File: src/rtl/cmd_slot_pkg.sv
// Shared constants and types for the two-channel command slot multiplexer.
// Assumes exactly two channels, each owning two consecutive slots.
package cmd_slot_pkg;
    localparam int NUM_CH       = 2;
    localparam int SLOTS_PER_CH = 2;
    localparam int NUM_SLOTS    = NUM_CH * SLOTS_PER_CH;
    localparam int CMD_W        = 3;
    localparam int WE_BIT       = 0;
    localparam int CAS_BIT      = 1;
    localparam int RAS_BIT      = 2;

    // One slow cycle's worth of control bits, bit i = slot i.
    typedef struct packed {
        logic [NUM_SLOTS-1:0] ras_n;
        logic [NUM_SLOTS-1:0] cas_n;
        logic [NUM_SLOTS-1:0] we_n;
    } ctl_word_t;
endpackage

File: src/rtl/chan_slot_place.sv
// Places one channel's command into its two-slot pair.
// The selected slot carries the active-low control levels.
// The other slot is held high, which is idle.
// The address and bank are repeated across both slots of the pair.
// Purely combinational; assumes sel is a single bit.
module chan_slot_place
    import cmd_slot_pkg::*;
#(
    parameter int ADDR_W = 15,
    parameter int BANK_W = 3
) (
    input  logic [CMD_W-1:0]               cmd_n,
    input  logic                           sel,
    input  logic [ADDR_W-1:0]              addr,
    input  logic [BANK_W-1:0]              bank,
    output logic [SLOTS_PER_CH-1:0]        ras_pair_n,
    output logic [SLOTS_PER_CH-1:0]        cas_pair_n,
    output logic [SLOTS_PER_CH-1:0]        we_pair_n,
    output logic [SLOTS_PER_CH*ADDR_W-1:0] addr_pair,
    output logic [SLOTS_PER_CH*BANK_W-1:0] bank_pair
);
    genvar s;
    generate
        for (s = 0; s < SLOTS_PER_CH; s++) begin : g_slot
            // Steer each control level into the chosen slot; park the other high.
            always_comb begin
                if (sel == s[0]) begin
                    ras_pair_n[s] = cmd_n[RAS_BIT];
                    cas_pair_n[s] = cmd_n[CAS_BIT];
                    we_pair_n[s]  = cmd_n[WE_BIT];
                end else begin
                    ras_pair_n[s] = 1'b1;
                    cas_pair_n[s] = 1'b1;
                    we_pair_n[s]  = 1'b1;
                end
            end
            // Hold address and bank for both slots of the pair.
            assign addr_pair[s*ADDR_W +: ADDR_W] = addr;
            assign bank_pair[s*BANK_W +: BANK_W] = bank;
        end
    endgenerate
endmodule

File: src/rtl/slot_word_reg.sv
// Generic slow-clock register for one output field with a reset value.
// Assumes a synchronous active-low reset.
module slot_word_reg #(
    parameter int           W       = 8,
    parameter logic [W-1:0] RST_VAL = '0
) (
    input  logic         clk,
    input  logic         rst_n,
    input  logic [W-1:0] d,
    output logic [W-1:0] q
);
    // Capture the next word, or load the idle value during reset.
    always_ff @(posedge clk) begin
        if (!rst_n) q <= RST_VAL;
        else        q <= d;
    end
endmodule

File: src/rtl/cmd_slot_mux.sv
// Merges two channels' DRAM commands onto a shared four-slot command bus.
// Channel c owns slots 2c and 2c+1, and its slot bit picks one of them.
// Channel 0 reads slot_sel[1]; channel 1 reads slot_sel[0].
// Outputs are registered once on the slow clock.
// Assumes the downstream serializer sends slot 0 first.
module cmd_slot_mux
    import cmd_slot_pkg::*;
#(
    parameter int ADDR_W = 15,
    parameter int BANK_W = 3
) (
    input  logic                        clk,
    input  logic                        rst_n,
    input  logic [CMD_W-1:0]            ch0_cmd_n,
    input  logic [ADDR_W-1:0]           ch0_addr,
    input  logic [BANK_W-1:0]           ch0_bank,
    input  logic [CMD_W-1:0]            ch1_cmd_n,
    input  logic [ADDR_W-1:0]           ch1_addr,
    input  logic [BANK_W-1:0]           ch1_bank,
    input  logic [NUM_CH-1:0]           slot_sel,
    input  logic                        tri_en,
    output logic [NUM_SLOTS-1:0]        ras_slots_n,
    output logic [NUM_SLOTS-1:0]        cas_slots_n,
    output logic [NUM_SLOTS-1:0]        we_slots_n,
    output logic [NUM_SLOTS*ADDR_W-1:0] addr_slots,
    output logic [NUM_SLOTS*BANK_W-1:0] bank_slots,
    output logic [NUM_SLOTS-1:0]        tri_slots
);
    localparam int CTL_W  = $bits(ctl_word_t);
    localparam int PAIR_A = SLOTS_PER_CH * ADDR_W;
    localparam int PAIR_B = SLOTS_PER_CH * BANK_W;

    logic [CMD_W-1:0]  cmd_n_arr [NUM_CH];
    logic [ADDR_W-1:0] addr_arr  [NUM_CH];
    logic [BANK_W-1:0] bank_arr  [NUM_CH];

    ctl_word_t                   ctl_nxt;
    ctl_word_t                   ctl_q;
    logic [NUM_SLOTS*ADDR_W-1:0] addr_nxt;
    logic [NUM_SLOTS*BANK_W-1:0] bank_nxt;
    logic [NUM_SLOTS-1:0]        tri_nxt;

    // Gather the channel ports into arrays indexed by channel.
    assign cmd_n_arr[0] = ch0_cmd_n;
    assign cmd_n_arr[1] = ch1_cmd_n;
    assign addr_arr[0]  = ch0_addr;
    assign addr_arr[1]  = ch1_addr;
    assign bank_arr[0]  = ch0_bank;
    assign bank_arr[1]  = ch1_bank;

    genvar c;
    generate
        for (c = 0; c < NUM_CH; c++) begin : g_ch
            chan_slot_place #(
                .ADDR_W (ADDR_W),
                .BANK_W (BANK_W)
            ) place_i (
                .cmd_n      (cmd_n_arr[c]),
                .sel        (slot_sel[NUM_CH-1-c]),
                .addr       (addr_arr[c]),
                .bank       (bank_arr[c]),
                .ras_pair_n (ctl_nxt.ras_n[c*SLOTS_PER_CH +: SLOTS_PER_CH]),
                .cas_pair_n (ctl_nxt.cas_n[c*SLOTS_PER_CH +: SLOTS_PER_CH]),
                .we_pair_n  (ctl_nxt.we_n[c*SLOTS_PER_CH +: SLOTS_PER_CH]),
                .addr_pair  (addr_nxt[c*PAIR_A +: PAIR_A]),
                .bank_pair  (bank_nxt[c*PAIR_B +: PAIR_B])
            );
        end
    endgenerate

    // The tristate flag covers every slot alike.
    assign tri_nxt = {NUM_SLOTS{tri_en}};

    slot_word_reg #(.W(CTL_W), .RST_VAL({CTL_W{1'b1}})) ctl_reg_i (
        .clk (clk), .rst_n (rst_n), .d (ctl_nxt), .q (ctl_q)
    );
    slot_word_reg #(.W(NUM_SLOTS*ADDR_W)) addr_reg_i (
        .clk (clk), .rst_n (rst_n), .d (addr_nxt), .q (addr_slots)
    );
    slot_word_reg #(.W(NUM_SLOTS*BANK_W)) bank_reg_i (
        .clk (clk), .rst_n (rst_n), .d (bank_nxt), .q (bank_slots)
    );
    slot_word_reg #(.W(NUM_SLOTS)) tri_reg_i (
        .clk (clk), .rst_n (rst_n), .d (tri_nxt), .q (tri_slots)
    );

    // Unpack the registered control word onto the output pins.
    assign ras_slots_n = ctl_q.ras_n;
    assign cas_slots_n = ctl_q.cas_n;
    assign we_slots_n  = ctl_q.we_n;
endmodule

File: config.mk
export PLATFORM = sky130hd
export DESIGN_NAME = cmd_slot_mux
export DESIGN_NICKNAME = d
export VERILOG_FILES = /design/src/rtl/cmd_slot_pkg.sv /design/src/rtl/chan_slot_place.sv /design/src/rtl/slot_word_reg.sv /design/src/rtl/cmd_slot_mux.sv
export SDC_FILE = /design/constraint.sdc
export NUM_CORES = 1
export LEC_CHECK = 0
export BUFFER_PORTS_ARGS = -buffer_cell sky130_fd_sc_hd__buf_2
export CORE_MARGIN = 8
export CORE_UTILIZATION = 50
export CTS_BUF_LIST = sky130_fd_sc_hd__clkbuf_8
export CTS_CLUSTER_SIZE = 8
export DETAILED_ROUTE_END_ITERATION = 10
export PLACE_DENSITY = 0.85
export RECOVER_POWER = 25
export SLEW_MARGIN = 20
export SYNTH_ARGS = -nofsm -noshare
export SYNTH_HDL_FRONTEND = slang
export SYNTH_HIERARCHICAL = 1
export SYNTH_SLANG_ARGS = --single-unit
File: constraint.sdc
create_clock -name clk -period 1.8 [get_ports clk]
set_clock_uncertainty 0.1 [all_clocks]
set_input_delay 0.36 -clock clk [delete_from_list [all_inputs] [get_ports clk]]
set_output_delay 0.36 -clock clk [all_outputs]
set_load 0.01 [all_outputs]
==> flow_summary_export.csv, run 1 <==
group,metric,value,unit
status,status,"complete, no violations",
clock_network,cts_resized,0,
timing,period_share,69.4,%
synthesis,syn_inst,268,
synthesis,ys_warn_count,6,
clock_network,cts_sinks,88,
floorplanning,die-height,94.3,microns
clock_network,cts_buffers,9,
layout,area_growth,13.6,%
power,power_frac_seq,52.3,%
worst_hold_path,hold_class,"in -> reg",
placed_design,dpl.hpwl,4170,microns
layout,fin_nets,382,
global_route,antenna_found_initial,0,
setup_path,cp_max_fo,1,
synthesis,synth_top_area_share,57.5,%
layout,final_common_cell,"buf_2",
clock_network,cts_root_buf,"clkbuf_8",
synthesis,synth_area_per_cell,11.4,sq um
synthesis,synth_nets,315,
setup_path,critPathBufInv,1,
clock_network,cts_htree_levels,3,
run,maxCapViolations,0,
power,power_switching,791,uW
clock_network,cts_tree,"built",
synthesis,synth.distinct_cells,9,
power,ir_drop,0.600,mV
synthesis,syn_area,3060,sq um
power,clkPwrFrac,39.4,%
layout,layout_common_cells,"buf_2 (134), dfxtp_1 (88), and2_2 (56)",
clock_network,path_clk_slew,0.08,ns
timing,final_hold_viol_count,0,
setup_path,crit_slowest_cell,"dfxtp_1",
setup_path,critPathLaunchType,"flop",
power,p_comb_share,8.3,%
floorplanning,core,5920,sq um
setup_path,critPathTopFamily,"flip-flops",
setup_path,path_cells,"buf_2",
layout,final_util,58.8,%
floorplanning,initial_core_util,51.7,%
placed_design,place_inst,399,
floorplanning,io_pins,135,
power,p_int,3.16,mW
timing,relSlewSlack,54.1,%
timing,holdWs,0.132,ns
layout,antennaDiodeCount,0,
placed_design,gp_congestion,0.668,
setup_path,max_stage_delay,0.32,ns
setup_path,critPathArrivalTime,0.79,ns
setup_path,required,1.34,ns
power,power_density,1140,nW/um^2
timing,max_freq,0.800,GHz
route,drt_wl_total,5320,microns
timing,finalSetupViolCount,0,
floorplanning,die-width,94.3,microns
clock_network,cts_setup_buffers,0,
worst_hold_path,min_path_cells,2,
clock_network,cts_hold_buffers,0,
setup_path,worst-setup-path-type,"reg -> out",
clock_network,cts_max_path_buffers,2,
worst_hold_path,hold-path-endpoint,"addr_reg_i/q[3]",
timing,fin_setup_tns,0,ns
floorplanning,fp.dieArea,8890,sq um
layout,drive_above_1_share,61.9,%
global_route,grt_pass1_vias,1754,
synthesis,synth_area_leaders,"dfxtp_1 (58%), buf_4 (18%), and2_2 (14%)",
power,p_leak,1.73,nW
timing,slew_violations,0,
worst_hold_path,hp-start,"ch0_addr[3]",
placed_design,io_buffers,134,
route,drt-initial-drc-count,14,
timing,period_needed,1.25,ns
synthesis,synth.largest_area_cell,"dfxtp_1",
route,ant_nets,0,
setup_path,crit_path_end_kind,"primary output",
route,vias,1702,
route,wl_per_cell,12.9,microns
timing,rsz0062_at_grt,"false",
power,swShare,20.0,%
global_route,grt_util_all_layers,12.2,%
route,drc_errors,0,
layout,finalNonFillerCells,414,
global_route,grt_pass1_wl,8150,microns
route,avgViaCountPerCell,4.11,
synthesis,ys_ff_latch,88,
timing,worst_slew_pin_slew,0.688,ns
global_route,grt_overflow,0,
floorplanning,row_count,28,
global_route,grt_max_degree,45,
route,drt_pre_antenna_iters,4,
synthesis,ys_seq_area_share,57.5,%
[cell usage after synthesis (all sizes together)]
cell and count:
and2 76, or2 6, dfxtp 88, nand2b 18, buf 74, clkbuf 6
[metrics by stage]
| step | power [mW] | cell area (sq um) | setup WS, ns |
|---|---|---|---|
| 6_report | 3.95 | 3480 | 0.551 |
| 5_1_grt | 4.15 | 3480 | 0.478 |
| 4_1_cts | 4.01 | 3480 | 0.515 |
| 3_5_place_dp | 2.45 | 3250 | 0.618 |
| 3_3_place_gp | 2.44 | 3250 | 0.650 |
| 2_1_floorplan | 2.38 | 3060 | 0.872 |
[layout make-up]
class                      instances  area (sq um)
tap                               75          93.8
fill                             526          2440
timing repair buffer             136           681
clock inverter                     5          97.6
sequential                        88          1760
multi-input combinational        100           708
clock buffer                      10           138
[state kept, by name, summed over array words and instances, names as in the netlist]
signal and flops:
addr_reg_i/q 60, ctl_reg_i/q 12, tri_reg_i/q 4, bank_reg_i/q 12
[power groups by stage]
stage	sequential (mW)	clock, mW	combinational, mW
after global placement	2.11	0	0.328
after CTS	2.07	1.60	0.339
after floorplan	2.17	0	0.210
final	2.07	1.55	0.329
after detailed placement	2.11	0	0.339
after global routing	2.08	1.71	0.363
[kinds of logic (layout without fill, tap and decap cells)]
| kind of cell | count (synthesis) | after routing | share of synthesized area (%) |
|---|---|---|---|
| buffers and inverters | 80 | 151 | 19.4 |
| AND/OR/NAND/NOR | 100 | 100 | 23.1 |
| flip-flops | 88 | 88 | 57.5 |
[per-layer routing]
layer / track usage [%] / part of all wire (%) / vias to the layer above
met3: 10.6 / 20 / 7
li1: - / - / 863
met5: 0 / 0 / -
met2: 19.4 / 46 / 90
met4: 5.94 / 0.83 / 0
met1: 10.3 / 33 / 742
[worst max path at each step]
stage / from / to / slack, ns / cells past startpoint
floorplan: ch0_cmd_n[0] / ctl_reg_i/q[0] / 0.87 / 2
global placement: rst_n / bank_reg_i/q[10] / 0.65 / 3
detailed placement: rst_n / addr_reg_i/q[39] / 0.62 / 3
CTS: addr_reg_i/q[5] / addr_slots[5] / 0.51 / 1
global route: addr_reg_i/q[32] / addr_slots[32] / 0.48 / 1
finish: addr_reg_i/q[13] / addr_slots[13] / 0.55 / 1
No activity file was read; power rests on OpenSTA's default activity.
==> inputs of run 2 (changes only) <==
--- a/config.mk
+++ b/config.mk
@@ -5,13 +5,14 @@
 export SDC_FILE = /design/constraint.sdc
 export NUM_CORES = 1
 export LEC_CHECK = 0
+export ABC_AREA = 1
 export BUFFER_PORTS_ARGS = -buffer_cell sky130_fd_sc_hd__buf_2
 export CORE_MARGIN = 8
-export CORE_UTILIZATION = 50
+export CORE_UTILIZATION = 45
 export CTS_BUF_LIST = sky130_fd_sc_hd__clkbuf_8
 export CTS_CLUSTER_SIZE = 8
 export DETAILED_ROUTE_END_ITERATION = 10
-export PLACE_DENSITY = 0.85
+export PLACE_DENSITY = 0.8
 export RECOVER_POWER = 25
 export SLEW_MARGIN = 20
 export SYNTH_ARGS = -nofsm -noshare
==> constraint.sdc (replaced) <==
create_clock -name clk -period 1 [get_ports clk]
set_clock_uncertainty 0.1 [all_clocks]
set_input_delay 0.2 -clock clk [delete_from_list [all_inputs] [get_ports clk]]
set_output_delay 0.2 -clock clk [all_outputs]
set_load 0.01 [all_outputs]
==> flow_summary_export.csv, run 2 <==
group,metric,value,unit
status,status,"finished, violations left",
status,violations,"negative setup slack",
synthesis,ys_warn_count,6,
layout,antennaDiodeCount,0,
setup_path,crit_path_end_kind,"primary output",
worst_hold_path,min_path_cells,5,
global_route,antenna_found_initial,0,
clock_network,cts_buffers,9,
setup_path,worst-setup-path-type,"reg -> out",
global_route,grt_pass1_vias,2174,
setup_path,max_stage_delay,0.32,ns
timing,period_needed,1.08,ns
setup_path,startpoint,"addr_reg_i/q[30]",
worst_hold_path,hold_class,"in -> reg",
clock_network,cts_tree,"built",
synthesis,synth.largest_area_cell,"dfxtp_1",
floorplanning,fp.dieArea,10100,sq um
synthesis,synth.distinct_cells,10,
placed_design,gp_congestion,0.689,
synthesis,syn_inst,365,
setup_path,critPathBufInv,1,
route,avgViaCountPerCell,3.83,
route,drc_errors,0,
route,vias,2189,
setup_path,critPathLaunchType,"flop",
layout,final_common_cell,"buf_2",
timing,period_share,108,%
synthesis,synthMostInstantiatedCell,"dfxtp_1",
route,drt_wl_total,6540,microns
floorplanning,initial_core_util,46.9,%
power,clkPwrFrac,37.0,%
power,p_leak,2.59,nW
setup_path,path_cells,"buf_2",
route,wl_per_cell,11.5,microns
timing,relSlewSlack,59.6,%
clock_network,cts_sinks,88,
power,power_frac_seq,51.2,%
layout,top_register,"addr_reg_i/q",
floorplanning,io_pins,135,
synthesis,synth_nets,412,
synthesis,async_flop_share,0,%
power,p_int,5.78,mW
setup_path,crit_slowest_cell,"dfxtp_1",
timing,final_hold_viol_count,0,
clock_network,cts_max_path_buffers,2,
timing,rsz0062_at_grt,"true",
synthesis,synth_top_area_share,55.0,%
setup_path,required,0.70,ns
layout,final_util,62.6,%
placed_design,io_buffers,134,
setup_path,critPathTopFamily,"flip-flops",
timing,max_freq,0.922,GHz
route,drt_pre_antenna_iters,4,
power,p_comb_share,11.7,%
layout,fin_nets,519,
power,power_density,1720,nW/um^2
floorplanning,die-width,100,microns
synthesis,syn_area,3200,sq um
placed_design,dpl_cell_area,3390,sq um
global_route,grt_overflow,0,
clock_network,cts_root_buf,"clkbuf_8",
global_route,grt_max_degree,39,
floorplanning,die-height,100,microns
route,ant_nets,0,
layout,drive_above_1_share,43.4,%
synthesis,synth_area_leaders,"dfxtp_1 (55%), buf_4 (17%), nand2_1 (10%)",
setup_path,crit_cells,1,
run,maxCapViolations,0,
placed_design,place_ws,0.115,ns
power,power_switching,1.56,mW
timing,worst_slew_pin_slew,0.606,ns
power,ir_drop,0.949,mV
layout,fillers,553,
floorplanning,core,6830,sq um
global_route,grt_pass1_wl,9950,microns
synthesis,ys_ff_latch,88,
route,drt-initial-drc-count,27,
synthesis,ys_seq_area_share,55.0,%
global_route,grt_util_all_layers,12.6,%
clock_network,path_clk_slew,0.08,ns
timing,slew_violations,0,
layout,reg.largest.list,"addr_reg_i/q x60, bank_reg_i/q x12, ctl_reg_i/q x12",
layout,largest_reg_flops,60,
power,swShare,21.3,%
placed_design,dpl.hpwl,4570,microns
timing,finalSetupViolCount,88,
setup_path,critPathArrivalTime,0.78,ns
floorplanning,row_count,30,
timing,setup_slack,-0.0846,ns
clock_network,cts_htree_levels,3,
synthesis,synthTopCellsByCount,"dfxtp_1 (88), nand2_1 (87), inv_1 (84)",
setup_path,critPathCapture,"addr_slots[30]",
synthesis,synth_flop_cell,"dfxtp_1",
setup_path,cp_max_fo,1,
layout,area_growth,33.5,%
layout,fin_area,4280,sq um
synthesis,synth_edf_count,0,
layout,layout_common_cells,"buf_2 (88), nand2_1 (87), inv_1 (86)",
synthesis,synth_area_per_cell,8.78,sq um
-- run 2: cell count changes in the layout (fill, tap and decap cells not counted), sizes merged, moves of 5 or more --
cell,before,now
nand2,0,100
inv,2,97
or2,6,0
and2,76,0
buf,134,129
dlygate4sd3,0,40
clkbuf,12,17
nand2b,18,0
-- run 2: routing by layer --
| metal | up-vias | track usage (%) | routed length [microns] |
|---|---|---|---|
| met4 | 0 | 5.93 | 79 |
| met2 | 86 | 22.4 | 3350 |
| met1 | 956 | 11.7 | 2380 |
| met5 | - | 0 | 0 |
| li1 | 1138 | - | - |
| met3 | 9 | 6.57 | 738 |
-- run 2: per-stage QoR --
stage | total power [mW] | setup TNS, ns | hold slack, ns | instances
after floorplan | 4.35 | 0 | 0.169 | 365
after global routing | 7.65 | -9.21 | 0.0425 | 571
after detailed placement | 4.47 | 0 | 0.300 | 517
after CTS | 7.37 | -8.32 | 0.00617 | 571
after global placement | 4.45 | 0 | 0.294 | 517
final | 7.34 | -5.56 | 0.0310 | 571
-- run 2: power by group through the flow --
stage               Sequential, mW  Combinational (mW)  Clock [mW]
floorplan                     3.91               0.444           0
global placement              3.80               0.647           0
detailed placement            3.81               0.665           0
CTS                           3.74               0.819        2.81
global route                  3.78               0.952        2.92
finish                        3.76               0.863        2.72
-- run 2: logic make-up (layout without fill, tap and decap cells) --
family	Yosys count	after routing	synth area share, %
AND/OR/NAND/NOR	100	100	12.9
flip-flops	88	88	55.0
buffers and inverters	177	287	32.1
-- run 2: worst min-delay path by stage --
stage                      start          endpoint  slack [ns]
floorplan                  rst_n   ctl_reg_i/q[11]        0.17
finish              ch0_cmd_n[2]    ctl_reg_i/q[9]        0.03
detailed placement   ch1_addr[7]  addr_reg_i/q[52]        0.30
CTS                 ch1_cmd_n[0]    ctl_reg_i/q[3]       0.006
global placement     ch1_bank[2]  bank_reg_i/q[11]        0.29
global route        ch1_cmd_n[0]    ctl_reg_i/q[3]        0.04
-- run 2: what timing repair did --
item                                    CTS  global route
resized for setup                        28            51
endpoints found under the setup margin   88            88
pin swaps                                 0             0
endpoints found under the hold margin    79             0
hold buffers                             40             0
buffers inserted                          0             0
-- run 2: area by class of cell --
type                       count  area [sq um]  share of cell area [%]
clock buffer                   9           124                    2.90
clock inverter                 5          98.8                    2.31
inverter                      96           360                    8.42
multi-input combinational    100           413                    9.65
sequential                    88          1810                    42.3
tap                           96           120                    2.81
timing repair buffer         177          1350                    31.6
